## src/rtl/pgs_pkg.sv

```systemverilog
package pgs_pkg;
   localparam logic [7:0] CMD_READ   = 8'h30;
   localparam logic [7:0] CMD_WRITE  = 8'hA2;
   localparam logic [7:0] CMD_CWRITE = 8'hA0;
   localparam logic [3:0] CODE_ACK   = 4'hA;
   localparam logic [3:0] CODE_NAK   = 4'h0;
   localparam logic [7:0] CASCADE_TAG = 8'h88;

   typedef enum logic [1:0] {
      PH_IDLE  = 2'd0,
      PH_FRAME = 2'd1,
      PH_PROG  = 2'd2
   } phase_t;

   function automatic logic [7:0] xor4(input logic [7:0] a, input logic [7:0] b,
                                       input logic [7:0] c, input logic [7:0] d);
      return a ^ b ^ c ^ d;
   endfunction
endpackage

```

## src/rtl/pgs_busy_timer.sv

```systemverilog
module pgs_busy_timer #(
   parameter int BUSY_CYCLES = 16
) (
   input  logic clk,
   input  logic rst_n,
   input  logic start,
   output logic busy,
   output logic done
);
   localparam int CNT_W = (BUSY_CYCLES < 2) ? 1 : $clog2(BUSY_CYCLES);
   localparam logic [CNT_W-1:0] LOAD = CNT_W'(BUSY_CYCLES - 1);

   if (BUSY_CYCLES < 1) begin : g_chk_cycles
      $error("BUSY_CYCLES must be at least 1");
   end

   logic             busy_q;
   logic [CNT_W-1:0] cnt_q;

   always_ff @(posedge clk or negedge rst_n) begin
      if (!rst_n) begin
         busy_q <= 1'b0;
         cnt_q  <= '0;
      end else if (start && !busy_q) begin
         busy_q <= 1'b1;
         cnt_q  <= LOAD;
      end else if (busy_q) begin
         if (cnt_q == '0) busy_q <= 1'b0;
         else             cnt_q  <= cnt_q - 1'b1;
      end
   end

   assign busy = busy_q;
   assign done = busy_q && (cnt_q == '0);

   AST_CNT_IN_RANGE: assert property (@(posedge clk) disable iff (!rst_n)
      cnt_q <= LOAD);
   AST_IDLE_CNT_ZERO: assert property (@(posedge clk) disable iff (!rst_n)
      !busy_q |-> (cnt_q == '0));
endmodule

```

## src/rtl/pgs_lock_unit.sv

```systemverilog
module pgs_lock_unit #(
   parameter int PAGES = 16
) (
   input  logic             clk,
   input  logic             rst_n,
   input  logic             refresh,
   input  logic [15:0]      stored_lock,
   output logic [PAGES-1:0] writable,
   output logic [15:0]      frz
);
   logic [15:0] eff_q;

   always_ff @(posedge clk or negedge rst_n) begin
      if (!rst_n)       eff_q <= '0;
      else if (refresh) eff_q <= stored_lock;
   end

   // index 0: page 3 freeze, 1: pages 4-9 freeze, 2: pages 10-15 freeze
   assign frz = {{6{eff_q[2]}}, {6{eff_q[1]}}, eff_q[0], 3'b000};

   for (genvar p = 0; p < PAGES; p++) begin : g_wr
      if (p < 2) begin : g_factory
         assign writable[p] = 1'b0;
      end else if (p == 2) begin : g_lockpage
         assign writable[p] = 1'b1;
      end else begin : g_locked
         assign writable[p] = ~eff_q[p];
      end
   end

   AST_EFF_ONLY_ON_REFRESH: assert property (@(posedge clk) disable iff (!rst_n)
      !$past(refresh) |-> $stable(eff_q));
endmodule

```

## src/rtl/pgs_page_array.sv

```systemverilog
module pgs_page_array
   import pgs_pkg::*;
#(
   parameter int          PAGES      = 16,
   parameter int          WORD_W     = 32,
   parameter int          READ_PAGES = 4,
   parameter logic [55:0] SERIAL     = 56'h66554433221104,
   parameter logic [7:0]  RSVD_BYTE  = 8'h5A
) (
   input  logic                         clk,
   input  logic                         rst_n,
   input  logic                         wr_en,
   input  logic [$clog2(PAGES)-1:0]     wr_page,
   input  logic [WORD_W-1:0]            wr_data,
   input  logic [15:0]                  frz,
   input  logic [$clog2(PAGES)-1:0]     rd_page,
   output logic [READ_PAGES*WORD_W-1:0] rd_data,
   output logic [15:0]                  lock_bits
);
   localparam int PG_W = $clog2(PAGES);
   localparam logic [7:0] SN0 = SERIAL[7:0];
   localparam logic [7:0] SN1 = SERIAL[15:8];
   localparam logic [7:0] SN2 = SERIAL[23:16];
   localparam logic [7:0] SN3 = SERIAL[31:24];
   localparam logic [7:0] SN4 = SERIAL[39:32];
   localparam logic [7:0] SN5 = SERIAL[47:40];
   localparam logic [7:0] SN6 = SERIAL[55:48];
   localparam logic [7:0] CHK0 = xor4(CASCADE_TAG, SN0, SN1, SN2);
   localparam logic [7:0] CHK1 = xor4(SN3, SN4, SN5, SN6);

   logic [WORD_W-1:0] mem [PAGES];

   always_ff @(posedge clk or negedge rst_n) begin
      if (!rst_n) begin
         for (int i = 0; i < PAGES; i++) mem[i] <= '0;
         mem[0] <= {CHK0, SN2, SN1, SN0};
         mem[1] <= {SN6, SN5, SN4, SN3};
         mem[2] <= {16'h0000, RSVD_BYTE, CHK1};
      end else if (wr_en) begin
         if (wr_page == PG_W'(2))
            mem[2][31:16] <= mem[2][31:16] | (wr_data[31:16] & ~frz);
         else if (wr_page == PG_W'(3))
            mem[3] <= mem[3] | wr_data;
         else
            mem[wr_page] <= wr_data;
      end
   end

   for (genvar k = 0; k < READ_PAGES; k++) begin : g_rd
      assign rd_data[k*WORD_W +: WORD_W] = mem[rd_page + PG_W'(k)];
   end

   assign lock_bits = mem[2][31:16];

   AST_FACTORY_STABLE: assert property (@(posedge clk) disable iff (!rst_n)
      $stable(mem[0]) && $stable(mem[1]) && $stable(mem[2][15:0]));
   AST_OTP_NEVER_CLEARS: assert property (@(posedge clk) disable iff (!rst_n)
      ($past(mem[3]) & ~mem[3]) == '0);
   AST_LOCK_NEVER_CLEARS: assert property (@(posedge clk) disable iff (!rst_n)
      ($past(mem[2][31:16]) & ~mem[2][31:16]) == '0);
   AST_FROZEN_HELD: assert property (@(posedge clk) disable iff (!rst_n)
      ($past(frz) & ($past(mem[2][31:16]) ^ mem[2][31:16])) == '0);
endmodule

```

## src/rtl/page_store_ctrl.sv

```systemverilog
module page_store_ctrl
   import pgs_pkg::*;
#(
   parameter int          PAGES       = 16,
   parameter int          PAGE_BYTES  = 4,
   parameter int          READ_PAGES  = 4,
   parameter int          FRAME_BYTES = 16,
   parameter int          BUSY_CYCLES = 16,
   parameter logic [55:0] SERIAL      = 56'h66554433221104,
   parameter logic [7:0]  RSVD_BYTE   = 8'h5A
) (
   input  logic                               clk,
   input  logic                               rst_n,
   input  logic                               req_valid,
   input  logic [7:0]                         req_cmd,
   input  logic [7:0]                         req_addr,
   input  logic [FRAME_BYTES*8-1:0]           req_data,
   input  logic                               lock_refresh,
   output logic                               busy,
   output logic                               rsp_valid,
   output logic                               rsp_is_data,
   output logic [3:0]                         rsp_code,
   output logic [READ_PAGES*PAGE_BYTES*8-1:0] rsp_data
);
   localparam int WORD_W = PAGE_BYTES * 8;
   localparam int PG_W   = $clog2(PAGES);
   localparam int RD_W   = READ_PAGES * WORD_W;

   if (PAGES != 16) begin : g_chk_pages
      $error("lock map needs exactly 16 pages");
   end
   if (PAGE_BYTES != 4) begin : g_chk_bytes
      $error("lock bytes need 4-byte pages");
   end
   if (READ_PAGES < 1 || READ_PAGES > PAGES) begin : g_chk_read
      $error("READ_PAGES out of range");
   end
   if (FRAME_BYTES < PAGE_BYTES) begin : g_chk_frame
      $error("frame shorter than a page");
   end

   phase_t             phase_q;
   logic [PG_W-1:0]    tgt_q;
   logic [WORD_W-1:0]  wdata_q;
   logic [PAGES-1:0]   writable;
   logic [15:0]        frz;
   logic [15:0]        lock_bits;
   logic [RD_W-1:0]    rd_data;
   logic               busy_w;
   logic               done_w;
   logic               start_w;
   logic               addr_ok;
   logic               can_write;
   logic [PG_W-1:0]    pg;
   logic               unused_frame_hi;

   assign pg        = req_addr[PG_W-1:0];
   assign addr_ok   = (req_addr >> PG_W) == '0;
   assign can_write = addr_ok && writable[pg];
   assign unused_frame_hi = ^req_data[FRAME_BYTES*8-1:WORD_W];

   assign start_w = req_valid && !done_w &&
                    ((phase_q == PH_FRAME) ||
                     (phase_q == PH_IDLE && req_cmd == CMD_WRITE && can_write));

   always_ff @(posedge clk or negedge rst_n) begin
      if (!rst_n) begin
         phase_q     <= PH_IDLE;
         tgt_q       <= '0;
         wdata_q     <= '0;
         rsp_valid   <= 1'b0;
         rsp_is_data <= 1'b0;
         rsp_code    <= CODE_NAK;
         rsp_data    <= '0;
      end else begin
         rsp_valid   <= 1'b0;
         rsp_is_data <= 1'b0;
         if (done_w) begin
            rsp_valid <= 1'b1;
            rsp_code  <= CODE_ACK;
            phase_q   <= PH_IDLE;
         end else if (req_valid) begin
            rsp_valid <= 1'b1;
            rsp_code  <= CODE_NAK;
            case (phase_q)
               PH_FRAME: begin
                  rsp_valid <= 1'b0;
                  wdata_q   <= req_data[WORD_W-1:0];
                  phase_q   <= PH_PROG;
               end
               PH_IDLE: begin
                  case (req_cmd)
                     CMD_READ: begin
                        if (addr_ok) begin
                           rsp_is_data <= 1'b1;
                           rsp_code    <= CODE_ACK;
                           rsp_data    <= rd_data;
                        end
                     end
                     CMD_WRITE: begin
                        if (can_write) begin
                           rsp_valid <= 1'b0;
                           tgt_q     <= pg;
                           wdata_q   <= req_data[WORD_W-1:0];
                           phase_q   <= PH_PROG;
                        end
                     end
                     CMD_CWRITE: begin
                        if (can_write) begin
                           rsp_code <= CODE_ACK;
                           tgt_q    <= pg;
                           phase_q  <= PH_FRAME;
                        end
                     end
                     default: ;
                  endcase
               end
               default: ;
            endcase
         end else if (lock_refresh && phase_q == PH_FRAME) begin
            phase_q <= PH_IDLE;
         end
      end
   end

   pgs_busy_timer #(.BUSY_CYCLES(BUSY_CYCLES)) u_timer (
      .clk   (clk),
      .rst_n (rst_n),
      .start (start_w),
      .busy  (busy_w),
      .done  (done_w)
   );

   pgs_lock_unit #(.PAGES(PAGES)) u_lock (
      .clk         (clk),
      .rst_n       (rst_n),
      .refresh     (lock_refresh),
      .stored_lock (lock_bits),
      .writable    (writable),
      .frz         (frz)
   );

   pgs_page_array #(
      .PAGES      (PAGES),
      .WORD_W     (WORD_W),
      .READ_PAGES (READ_PAGES),
      .SERIAL     (SERIAL),
      .RSVD_BYTE  (RSVD_BYTE)
   ) u_array (
      .clk       (clk),
      .rst_n     (rst_n),
      .wr_en     (done_w),
      .wr_page   (tgt_q),
      .wr_data   (wdata_q),
      .frz       (frz),
      .rd_page   (pg),
      .rd_data   (rd_data),
      .lock_bits (lock_bits)
   );

   assign busy = busy_w;

   AST_PROG_MATCHES_TIMER: assert property (@(posedge clk) disable iff (!rst_n)
      (phase_q == PH_PROG) == busy_w);
   AST_DATA_ONLY_FOR_READ: assert property (@(posedge clk) disable iff (!rst_n)
      (rsp_valid && rsp_is_data) |-> ($past(req_cmd) == CMD_READ));
   AST_RSP_CODE_LEGAL: assert property (@(posedge clk) disable iff (!rst_n)
      (rsp_valid && !rsp_is_data) |-> (rsp_code == CODE_ACK || rsp_code == CODE_NAK));
endmodule

```

## config.mk

```make
export PLATFORM = sky130hd
export DESIGN_NAME = page_store_ctrl
export DESIGN_NICKNAME = d
export VERILOG_FILES = /design/src/rtl/pgs_pkg.sv /design/src/rtl/pgs_busy_timer.sv /design/src/rtl/pgs_lock_unit.sv /design/src/rtl/pgs_page_array.sv /design/src/rtl/page_store_ctrl.sv
export SDC_FILE = /design/constraint.sdc
export NUM_CORES = 2
export LEC_CHECK = 0
export ABC_AREA = 1
export BUFFER_PORTS_ARGS = -buffer_cell sky130_fd_sc_hd__buf_4
export CORE_MARGIN = 3
export CORE_UTILIZATION = 61
export DETAILED_ROUTE_END_ITERATION = 12
export GPL_ROUTABILITY_DRIVEN = 0
export HOLD_SLACK_MARGIN = 0.03
export PLACE_DENSITY = 0.83
export SLEW_MARGIN = 25
export SYNTH_ARGS = -nofsm -noshare
export SYNTH_HDL_FRONTEND = slang
export SYNTH_SLANG_ARGS = --single-unit
export TNS_END_PERCENT = 100
```

## constraint.sdc

```tcl
create_clock -name clk -period 5.6 [get_ports clk]
set_clock_uncertainty 0.1 [all_clocks]
set_input_delay 0.84 -clock clk [delete_from_list [all_inputs] [get_ports clk]]
set_output_delay 0.84 -clock clk [all_outputs]
set_load 0.03 [all_outputs]
```

Word-level counts from Yosys, hierarchy flattened
Cells that the tools add are included.
Widths: inputs -> output; s select.
{"block": "totals", "reg_bits": 705, "output_inout_bits": 135}
{"block": "classes", "n_addsub": 4, "n_lt_le_gt_ge": 7, "eq_ne": 14, "mux": 52, "bitwise": 25, "reduce_logical": 28}
{"cell": "$bmux 32 s4", "n": 4}
{"cell": "$bwmux 512", "n": 1}
{"cell": "$mux 32", "n": 13}
{"cell": "$demux 32 s4", "n": 1}
{"cell": "$pmux 32 s2", "n": 1}
{"cell": "$mux 4", "n": 8}
{"cell": "$or 32x32->32", "n": 1}
{"cell": "$ge 5x5->1 const B", "n": 5}
{"cell": "$not 4->5", "n": 5}
{"cell": "$reduce_and 5->1", "n": 4}
{"cell": "$and 16x16->16", "n": 1}
{"cell": "$eq 8x8->1 const B", "n": 2}
{"cell": "$mux 16", "n": 1}
{"cell": "$not 1->1", "n": 16}
{"cell": "$not 16->16", "n": 1}
{"cell": "$or 16x16->16", "n": 1}
{"cell": "$mux 1", "n": 13}
{"cell": "$mux 2", "n": 5}
{"cell": "$ne 5x5->1 const B", "n": 2}
{"cell": "$logic_and 1x1->1", "n": 9}
{"cell": "$add 4x2->4 const B", "n": 2}
{"cell": "$eq 4x2->1 const B", "n": 2}
{"cell": "$eq 8x6->1 const B", "n": 1}
{"cell": "$logic_not 8->1", "n": 1}
{"cell": "22 further kinds", "n": 30}

Logic depth before layout (Yosys ltp)
{"block": "depth", "word_depth": 10, "depth_mapped": 15}

Cells and area by module
Synthesis repeated with hierarchy kept, for this count alone.
{"block": "hier_totals", "cells_unflattened": 6174, "hier_area_um2": 41619.9}
{"module": "pgs_page_array", "n_inst": 1, "cells_each": 5226, "area_per_inst_um2": 33607.2, "seq_area_each_um2": 12852.3}
{"module": "page_store_ctrl", "n_inst": 1, "cells_each": 808, "area_per_inst_um2": 6847.8, "seq_area_each_um2": 4229.1}
{"module": "pgs_lock_unit", "n_inst": 1, "cells_each": 102, "area_per_inst_um2": 860.8, "seq_area_each_um2": 400.4}
{"module": "pgs_busy_timer", "n_inst": 1, "cells_each": 38, "area_per_inst_um2": 304.0, "seq_area_each_um2": 125.1}

Least setup slack after synthesis
Ideal clock, no wire load.
{"block": "synth_path", "kind": "input-to-reg", "startpoint": "input req_addr[1]", "endpoint": "register rsp_data[125]", "t_arrival_ps": 2972, "t_required_ps": 5383, "slack_ps": 2410, "path_stages": 14, "n_path_buf": 6, "path_cell_list": "inv_2 buf_2 buf_2 buf_1 ha_1 clkbuf_1 inv_1 clkbuf_1 clkbuf_1 nand2_1 o211ai_1 nand3_1 nand3_1 nand2_1"}
{"block": "synth_via", "elab_chain_len": 5}
{"item": "from (decl)", "line": "page_store_ctrl.sv:16", "text": "input logic [7:0] req_addr,"}
{"item": "$add 4x2->4", "line": "pgs_page_array.sv:50", "text": "assign rd_data[k*WORD_W +: WORD_W] = mem[rd_page + PG_W'(k)];"}
{"item": "$not 4->5 (implied by the code)", "line": "pgs_page_array.sv:50"}
{"item": "$bmux 32 s4", "line": "pgs_page_array.sv:50"}
{"item": "$mux 32 (implied by the code) (2 in a row)", "line": "pgs_page_array.sv:50"}
{"item": "to (signal assigned)", "line": "page_store_ctrl.sv:97", "text": "rsp_data <= rd_data;"}
{"item": "to (decl)", "line": "page_store_ctrl.sv:23", "text": "output logic [READ_PAGES*PAGE_BYTES*8-1:0] rsp_data"}
Every way passes these cells. The select of a mux whose other input is x is not followed.
A chain may end at the register's enable or synchronous reset.

Worst setup path in the final report
{"block": "layout_path", "startpoint": "input req_addr[0]", "endpoint": "register rsp_data[98]"}
The elaborated chain is that of the path after synthesis.

==> metrics <==
area delta synth->final=8.92%; CTS tree=yes; maximum vdd drop=around 0.00021 V; slowest stage cell on the critical path=inv_6; Starting Density=0.617; GRT overflow=0; Crit Path Max Fanout=around 140; FF-to-FF End=rsp_data[115]; Pre-antenna DRT Iters=9; Iteration-0 DRC Markers=roughly 6300; Data arrival, critical path=roughly 4.3 ns; Netlist Area Pre-Place=39800 um2; Mapped Avg Cell Area=between 7 and 8 um2; post-CTS setup buffer count=0; Synth Register Bits=702; Synth area leader=dfrtp_1; P_leak=about 21 nW; Routed WL=roughly 140 mm; core area=around 64000 um2; Critical Path RT=6.04 ns; Netlist cell types=between 40 and 50; Post-Synth XOR/XNOR Area=0.00110; Hold Crit Class=input pin to async pin; YS warnings=0; Final setup viols=0; CP Launch Type=input pin; Setup crit start=req_addr[0]; Rows=93; Synth Area in Simple Gates=0.280; Via density=around 6.4; fin crit share=0.690; layout cells sized above 1=0.100; pwr dens=between 200 and 300 nW/um2; mux cell area share after synthesis=0.00204; DP HPWL=around 76 mm; Reg2Reg Depth=12; Critical Path Sink Type=flop; Max stage delay on crit path=0.65 ns; routed len/inst=approximately 22 um; Worst Path Buf+Inv=4; CP top delay family=buffers and inverters; Post-CTS Resized=0; max cap viols=0; GRT Resource Usage Total=0.394; Die X=261 um; DR WL met3=slightly above 20 mm; first-pass GRT wire length=just over 200 mm; met1 wire length=~51 mm; FF-to-FF setup slack=between 2 and 2.5 ns; max-slew violations=0; Slew @ Worst Pin=1.23 ns; Longest Clk Path Bufs=3; outcome=finished clean; Critical R2R Launch=u_timer.cnt_q[0]; Synth Area in Compound Gates=0.199; H-tree levels=3; Final Non-Filler Cells=about 6200; post-route ant nets=0; register area share after synthesis=0.442; synthesized instance count=approximately 5500; Tmin final=just under 4 ns; critical path class=input pin to flop; maximum clock rate=about 0.26 GHz; die span in y=around 260 um; worst setup path endpoint=rsp_data[98]; Synth top area share=0.421; clk root buf=clkbuf_16; endpoints failing hold=0; detailed-route via count=39785; synth top area cells=dfrtp_1 42%, nand2_1 19%, o21ai_0 10%, o211ai_1 7.9%, nand3_1 5.7%; Max Used Layer=met5; DR DRC count=0; clock sink count=702; WP depth=9; Placed Area=just over 40000 um2; input/output buffers=184; Nets=~5500; CTS clk-pin slew, worst paths=~0.06 ns; post-placement cell count=about 6100; fillcell total=5416; largest net degree at the start of global routing=255; hold buffers post-CTS=0; Die ar.=between 60000 and 70000 um2; initial antenna violation count=1; largest family of logic cells by synthesized area=simple AND/OR/NAND/NOR gates; I/O pins=between 200 and 300; Clk Latency, worst-skew pair=roughly 0.63 ns; met2 routed WL=approximately 56 mm; RSZ-0062 raised after global routing=false; total CTS buffers=75; Tot Pwr=11.6 mW; cells along the critical path=buf_8, inv_8, ha_4, inv_6, buf_4, o211ai_1, nand3_1, nand3_1, nand2_1; Relative slew margins=0.177; Post-Synth Adder-Cell Area=0.00189; vias in the first global route=approximately 37000; most used cell, CP=nand3_1; Fin Setup TNS=0 ns; design area=43400 um2; number of diodes=0
==> sequential cells by signal, indices dropped and copies added, names as in the netlist <==
signal and flops:
u_array.mem 496, rsp_data 128, wdata_q 32, u_array.lock_bits 16, u_lock.eff_q 16, tgt_q 4
u_timer.cnt_q 4, phase_q 2, rsp_code 1, rsp_is_data 1, rsp_valid 1, u_timer.busy 1
==> final cells by class <==
class / instances / area [um2] / share of cell area
clock inverter: 22 / 205 / 0.00473
sequential: 702 / 17600 / 0.406
inverter: 208 / 800 / 0.0184
multi-input combinational: 4098 / 19400 / 0.447
timing repair buffer: 246 / 2030 / 0.0468
tap: 855 / 1070 / 0.0247
clock buffer: 114 / 2270 / 0.0523
==> synth_stat cells (all sizes together) <==
cell type / n
nand2: 2054
o21ai: 860
dfrtp: 670
nand3: 460
o211ai: 417
clkbuf: 323
inv: 206
buf: 155
or2: 106
nor2: 80
a21oi: 62
dfstp: 32
o31ai: 12
nor3: 8
mux2i: 7
ha: 6
nand4: 6
o21bai: 4
o221ai: 3
xor2: 3
clkinv: 2
nand3b: 2
xnor2: 2
a211oi: 1
a31oi: 1
conb: 1
mux2: 1
nor4: 1
==> layout by cell type, fill, tap and decap left out, types with 32 or more instances in the layout <==
cell type  instances
inv_1            194
o21ai_0          795
buf_4            230
clkbuf_16         77
or2_2             98
dfrtp_1          670
o21ai_1           63
nand2_1         2041
nor2_1            76
dfstp_2           32
a21oi_1           61
nand3_1          456
o211ai_1         417
==> metrics by stage <==
stage,worst slack [ns],hold slack [ns],utilization
after floorplan,2.41,0.332,-
after global placement,1.29,0.261,0.634
after detailed placement,1.25,0.262,0.634
after CTS,1.85,0.0941,0.673
after global routing,1.49,0.135,0.673
final,1.73,0.107,0.673
==> kinds of logic after synthesis <==
logic type               Yosys count
adder cells (fa/ha/maj)            6
AO/OA/AOI/OAI                   1360
buffers and inverters            686
AND/OR/NAND/NOR                 2717
multiplexers                       8
other                              1
XOR/XNOR                           5
flip-flops                       702
==> per-layer routing <==
metal  up-vias  GRT usage
met5         -     0.0150
met4         4      0.219
met3       625      0.111
met2      2779      0.570
met1     18439      0.535
li1      17938          -
==> worst min-delay path by stage <==
stage / start / end / cells after the start / slack (ns)
floorplan: u_array.mem[418] / u_array.mem[418] / 1 / 0.33
global placement: u_array.mem[418] / u_array.mem[418] / 0 / 0.26
detailed placement: u_array.mem[428] / u_array.mem[428] / 0 / 0.26
CTS: rst_n / u_array.mem[396] / 1 / 0.09
global route: rst_n / u_array.mem[396] / 1 / 0.13
finish: rst_n / u_array.mem[396] / 1 / 0.11
==> power by group <==
part           internal, mW  leakage [nW]  switching [mW]  total (mW)
Combinational         0.409          9.76            1.06        1.46
Clock                  2.93          1.22            2.10        5.04
Sequential             5.08          9.68         0.00702        5.09
Total                  8.42          20.7            3.17        11.6
Note: power is estimated with default switching activity, not from simulation.
